==> src/rtl/xpose_pkg.sv <==
package xpose_pkg;
  // Default edge length of the square block
  localparam int unsigned DEF_DIM    = 8;
  // Default element width
  localparam int unsigned DEF_DATA_W = 12;
endpackage

==> src/rtl/xpose_wr_ctrl.sv <==
module xpose_wr_ctrl #(
  parameter int unsigned DIM = xpose_pkg::DEF_DIM,
  localparam int unsigned NUM   = DIM * DIM,
  localparam int unsigned IDX_W = $clog2(NUM)
) (
  input  logic             clk,
  input  logic             rst,
  input  logic             in_valid,
  input  logic             in_first,
  output logic             wr_en,
  output logic [IDX_W-1:0] wr_idx,
  output logic             copy_req
);
  localparam logic [IDX_W-1:0] LAST = IDX_W'(NUM - 1);

  logic [IDX_W-1:0] wcnt_q;

  assign wr_en  = in_valid;
  assign wr_idx = in_first ? '0 : wcnt_q;

  always_ff @(posedge clk) begin
    if (rst) begin
      wcnt_q   <= '0;
      copy_req <= 1'b0;
    end else begin
      copy_req <= in_valid && (wr_idx == LAST);
      if (in_valid) begin
        wcnt_q <= (wr_idx == LAST) ? '0 : wr_idx + 1'b1;
      end
    end
  end

  AST_STALL_HOLDS_POS: assert property (@(posedge clk) disable iff (rst)
    !in_valid |=> $stable(wcnt_q));
  AST_COPY_SINGLE: assert property (@(posedge clk) disable iff (rst)
    copy_req |=> !copy_req);
endmodule

==> src/rtl/xpose_reg_array.sv <==
module xpose_reg_array #(
  parameter int unsigned DIM    = xpose_pkg::DEF_DIM,
  parameter int unsigned DATA_W = xpose_pkg::DEF_DATA_W,
  localparam int unsigned NUM   = DIM * DIM,
  localparam int unsigned IDX_W = $clog2(NUM)
) (
  input  logic              clk,
  input  logic              wr_en,
  input  logic [IDX_W-1:0]  wr_idx,
  input  logic [DATA_W-1:0] wr_data,
  input  logic              copy,
  input  logic [IDX_W-1:0]  rd_idx,
  output logic [DATA_W-1:0] rd_data
);
  logic [NUM*DATA_W-1:0] col_flat;

  for (genvar g = 0; g < NUM; g++) begin : g_cell
    logic [DATA_W-1:0] row_q;
    logic [DATA_W-1:0] col_q;

    always_ff @(posedge clk) begin
      if (wr_en && (wr_idx == IDX_W'(g))) begin
        row_q <= wr_data;
      end
      if (copy) begin
        col_q <= row_q;
      end
    end

    assign col_flat[g*DATA_W +: DATA_W] = col_q;
  end

  assign rd_data = col_flat[int'(rd_idx)*DATA_W +: DATA_W];
endmodule

==> src/rtl/xpose_rd_ctrl.sv <==
module xpose_rd_ctrl #(
  parameter int unsigned DIM = xpose_pkg::DEF_DIM,
  localparam int unsigned NUM   = DIM * DIM,
  localparam int unsigned LOG_D = $clog2(DIM),
  localparam int unsigned IDX_W = 2 * LOG_D
) (
  input  logic             clk,
  input  logic             rst,
  input  logic             copy,
  output logic             rd_fire,
  output logic [IDX_W-1:0] rd_idx,
  output logic             out_valid,
  output logic             out_first
);
  localparam logic [IDX_W-1:0] LAST = IDX_W'(NUM - 1);

  logic             active_q;
  logic [IDX_W-1:0] rcnt_q;
  logic             seen_copy_q;

  assign rd_fire = active_q;
  // count = col*DIM + row -> storage index row*DIM + col
  assign rd_idx  = {rcnt_q[LOG_D-1:0], rcnt_q[IDX_W-1:LOG_D]};

  always_ff @(posedge clk) begin
    if (rst) begin
      active_q    <= 1'b0;
      rcnt_q      <= '0;
      out_valid   <= 1'b0;
      out_first   <= 1'b0;
      seen_copy_q <= 1'b0;
    end else begin
      out_valid <= active_q;
      out_first <= active_q && (rcnt_q == '0);
      if (copy) begin
        seen_copy_q <= 1'b1;
        active_q    <= 1'b1;
        rcnt_q      <= '0;
      end else if (active_q) begin
        rcnt_q <= rcnt_q + 1'b1;
        if (rcnt_q == LAST) begin
          active_q <= 1'b0;
        end
      end
    end
  end

  AST_FIRST_HAS_VALID: assert property (@(posedge clk) disable iff (rst)
    out_first |-> out_valid);
  AST_COPY_TO_FIRST: assert property (@(posedge clk) disable iff (rst)
    copy |=> ##1 out_first);
  AST_NO_EARLY_VALID: assert property (@(posedge clk) disable iff (rst)
    out_valid |-> seen_copy_q);
endmodule

==> src/rtl/xpose_dbl_buf.sv <==
module xpose_dbl_buf #(
  parameter int unsigned DIM    = xpose_pkg::DEF_DIM,
  parameter int unsigned DATA_W = xpose_pkg::DEF_DATA_W,
  localparam int unsigned NUM   = DIM * DIM,
  localparam int unsigned IDX_W = $clog2(NUM)
) (
  input  logic              clk,
  input  logic              rst,
  input  logic              in_valid,
  input  logic              in_first,
  input  logic [DATA_W-1:0] in_data,
  output logic              out_valid,
  output logic              out_first,
  output logic [DATA_W-1:0] out_data
);
  logic             wr_en;
  logic [IDX_W-1:0] wr_idx;
  logic             copy;
  logic             rd_fire;
  logic [IDX_W-1:0] rd_idx;
  logic [DATA_W-1:0] rd_data;

  xpose_wr_ctrl #(.DIM(DIM)) u_wr (
    .clk(clk), .rst(rst), .in_valid(in_valid), .in_first(in_first),
    .wr_en(wr_en), .wr_idx(wr_idx), .copy_req(copy)
  );

  xpose_reg_array #(.DIM(DIM), .DATA_W(DATA_W)) u_arr (
    .clk(clk), .wr_en(wr_en), .wr_idx(wr_idx), .wr_data(in_data),
    .copy(copy), .rd_idx(rd_idx), .rd_data(rd_data)
  );

  xpose_rd_ctrl #(.DIM(DIM)) u_rd (
    .clk(clk), .rst(rst), .copy(copy), .rd_fire(rd_fire), .rd_idx(rd_idx),
    .out_valid(out_valid), .out_first(out_first)
  );

  always_ff @(posedge clk) begin
    if (rst) begin
      out_data <= '0;
    end else if (rd_fire) begin
      out_data <= rd_data;
    end
  end

  AST_RUN_CONTIGUOUS: assert property (@(posedge clk) disable iff (rst)
    (out_valid && !out_first) |-> $past(out_valid));
endmodule

==> config.mk <==
export PLATFORM = sky130hd
export DESIGN_NAME = xpose_dbl_buf
export DESIGN_NICKNAME = d
export VERILOG_FILES = /design/src/rtl/xpose_pkg.sv /design/src/rtl/xpose_wr_ctrl.sv /design/src/rtl/xpose_reg_array.sv /design/src/rtl/xpose_rd_ctrl.sv /design/src/rtl/xpose_dbl_buf.sv
export SDC_FILE = /design/constraint.sdc
export NUM_CORES = 1
export LEC_CHECK = 0
export BUFFER_PORTS_ARGS = -buffer_cell sky130_fd_sc_hd__buf_2
export CAP_MARGIN = 15
export CORE_ASPECT_RATIO = 1.4
export CORE_MARGIN = 2
export CORE_UTILIZATION = 55
export DETAILED_ROUTE_END_ITERATION = 8
export PLACE_DENSITY_LB_ADDON = 0.12
export SYNTH_ARGS = -nofsm -noshare
export SYNTH_HDL_FRONTEND = slang
export SYNTH_SLANG_ARGS = --single-unit
==> constraint.sdc <==
create_clock -name clk -period 20.7 [get_ports clk]
set_clock_uncertainty 0.15 [all_clocks]
set_input_delay 6.21 -clock clk [delete_from_list [all_inputs] [get_ports clk]]
set_output_delay 6.21 -clock clk [all_outputs]
set_load 0.02 [all_outputs]
==> results.md <==
* Most frequent cells in the layout: edfxtp_1, mux4_2, clkbuf_16, nor2_1, mux2i_1
* Mean Syn Cell Area at around 23 µm²
* Crit-path max cell delay at around 1.2 ns
* First-pass GRT wire length at roughly 150 mm
* Post-CTS sizing at 0
* Mapped Cells at ~2300
* Drt total wl at roughly 110 mm
* Vias/cell at 5.761
* Total of max-cap violations at 0
* Clock-pin slew on the worst setup and hold paths at about 0.060 ns
* CTS sink cnt at roughly 1600
* Core box area at slightly below 100000 µm²
* Layout cell share with drive strength beyond 1 at 16.97%
* Post-layout util at about three fifths
* Post-synth EDFFs at approximately 1500
* Synth top area share at between 80% and 90%
* Synth Net Count at ~2300
* Die height at approximately 370 µm
* Num ports at 30
* Max H-tree Level at 4
* Max VDD drop at between 0.07 and 0.08 mV
* Post-route minimum period at ~8.4 ns
* Routed wl met2 at approximately 57 mm
* Syn Std Cell Area at 53970 µm²
* Yosys Warn Count at 0
* Wire per inst at around 28 µm
* P_leak at between 15 and 20 nW
* Initial core utilization at a little under three fifths
* Synth-to-Final Area Change at 11.23%
* Post-DP HPWL at 64.33 mm
* Final cell count without fillers at about 3900
* Dpl cells at about 3600
* Post-DRT Antenna Nets at 0
* Deepest clock path buffer count at 3
* Final Max Slew Viols at 0
* Critical path, cell by cell: buf_2, nor2b_1, nand3_1, nor2_1
* Setup Buffers After CTS at 0
* Sw Share at 18.61%
* Row count at between 100 and 150
* Pwr/cell area at ~100 nW/µm²
* CTS tree: done
* Crit. End Element: flop
* # port buffers at 29
* Crit path arrival time at approximately 8.6 ns
* Async set-reset flop share out of synthesis at 0%
* DR top layer: met4
* Vias in the first global route at about 23000
* Leading cell type in the layout, fill and taps excluded: edfxtp_1
* Main flop type after synthesis: edfxtp_1
* Die Wd at 268.8 µm
* Via Count at roughly 22000
* P_int at a little under 5 mW
* Drt first pass iters at 5
* Die area at approximately 100000 µm²
* Sequential Power Share at 57.7%
* Status: completed
* Initial antenna violation count at 3
* CP required at between 20 and 25 ns
* Hold-fix buffers, CTS at 0
* Gpl congestion at between 0.9 and 1
* Max Freq at 0.1186 GHz
* Overall routing resource usage at roughly 22%
* Hold WC Path Type: reg2reg
* Initial DRC Count at between 2000 and 3000
* Post-synth cell types at between 40 and 50
* Final worst path period share at just over 40%
* RSZ-0062 raised after global routing: no
* DR WL met3 at a little under 6 mm
* Num CTS Buffers at roughly 140
* Synth area leaders: edfxtp_1, mux4_2, mux2i_1
* Largest net degree at the start of global routing at ~210
* Final Hold Viols at 0
* Worst Max-Slew Pin Slew at approximately 1.2 ns
* Post-route DRC at 0
* Final setup TNS at 0 ns
* CP Max Fanout at 17
* Crit Path Category: in2reg
* Final count of negative-setup-slack endpoints at 0
* Slew HR at roughly 22%
* CP max-delay cell: nor2_1
* Worst-Skew Late Latency at approximately 0.76 ns
* #FFs+latches synth at 1564
* CP startpoint kind: input pin
* Leading area contributor after synthesis: edfxtp_1
* Grt ovf at 0
* Fin nets at between 2000 and 2500
* Post-synthesis sequential area ratio at between 80% and 90%
* Clock share of power at between 40% and 50%
* Gate power share at less than 1%
* Switch Pwr at roughly 1.1 mW
* Met1 Wirelength at 40.09 mm
* Clk root buf: clkbuf_16
[area by class of cell]
type	count	area, µm²
Inverter	5	18.77
Clock inverter	82	691.9
Sequential cell	1564	46700
Timing Repair Buffer	72	533.0
Clock buffer	165	3702
Fill cell	6674	37640
Multi-Input combinational cell	670	6744
Tap cell	1311	1640
Antenna cell	2	5.005
[cells in the mapped netlist (6+ instances only)]
cell          n
a2bb2oi_1    12
buf_6        13
a32oi_1      12
a21oi_1       6
o21ai_0      18
mux4_2      144
buf_4        17
o21ai_1      13
nor2_1      121
o22ai_1      36
nor2b_1       9
mux2_1       13
a22oi_1      27
clkbuf_1     30
edfxtp_1   1536
a221oi_1     12
nand2_1      58
mux2_2       11
nand2b_1     16
mux2i_1      97
buf_2        25
a211oi_1     24
or4_1        12
dfxtp_1      28
[final timing paths]
path	cells past startpoint	slack, ns	end	from
min	0	0.26	u_arr.g_cell[9].col_q[11]	u_arr.g_cell[9].row_q[11]
max reg2reg	7	15.69	out_data[1]	u_rd.rcnt_q[4]
max	4	12.27	u_arr.g_cell[49].row_q[7]	in_first
min reg2reg	0	0.26	u_arr.g_cell[9].col_q[11]	u_arr.g_cell[9].row_q[11]
[metal layers]
layer	global-route usage, %	vias up
li1	-	9758
met4	11.07	0
met3	4.012	226
met2	38.10	815
met1	26.81	11500
met5	0	-
[sequential cells by signal, indices dropped and copies added, names as in the netlist]
signal	cells
u_arr.g_cell.col_q	768
u_arr.g_cell.row_q	768
out_data	12
u_rd.rcnt_q	6
u_wr.wcnt_q	6
u_rd.out_first	1
u_rd.out_valid	1
u_rd.rd_fire	1
u_wr.copy_req	1
[power groups by stage]
stage / Combinational [mW] / Sequential (mW) / Clock (mW)
final: 0.0442 / 3.45 / 2.48
after global routing: 0.0478 / 3.45 / 2.64
after CTS: 0.0464 / 3.45 / 2.53
after detailed placement: 0.0466 / 3.52 / 0
after global placement: 0.0449 / 3.52 / 0
after floorplan: 0.00415 / 3.52 / 0
[per-stage QoR]
stage	total power [mW]	cell area [µm²]	worst slack, ns	hold slack (ns)
floorplan	3.524	53970	1.552	0.2503
detailed placement	3.567	55520	11.47	0.2545
global placement	3.565	55520	11.50	0.2500
CTS	6.031	59920	12.28	0.2535
finish	5.981	60030	12.27	0.2563
global route	6.141	60030	12.11	0.2624
[kinds of logic after synthesis]
logic type,after synthesis,share of synthesized area (%)
and+or+nand+nor,237,1.975
AOI/OAI and AO/OA,161,2.077
buffers and inverters,93,1.011
xor gates and xnor gates,5,0.08116
adders and majority gates,2,0.04636
muxes,265,8.309
DFF,1564,86.50
[critical path, delay by kind of cell]
family                 cells  cell delay, ns
buffers and inverters      1            0.19
and+or+nand+nor            3            2.22
Power figures use the tool's default switching activity.
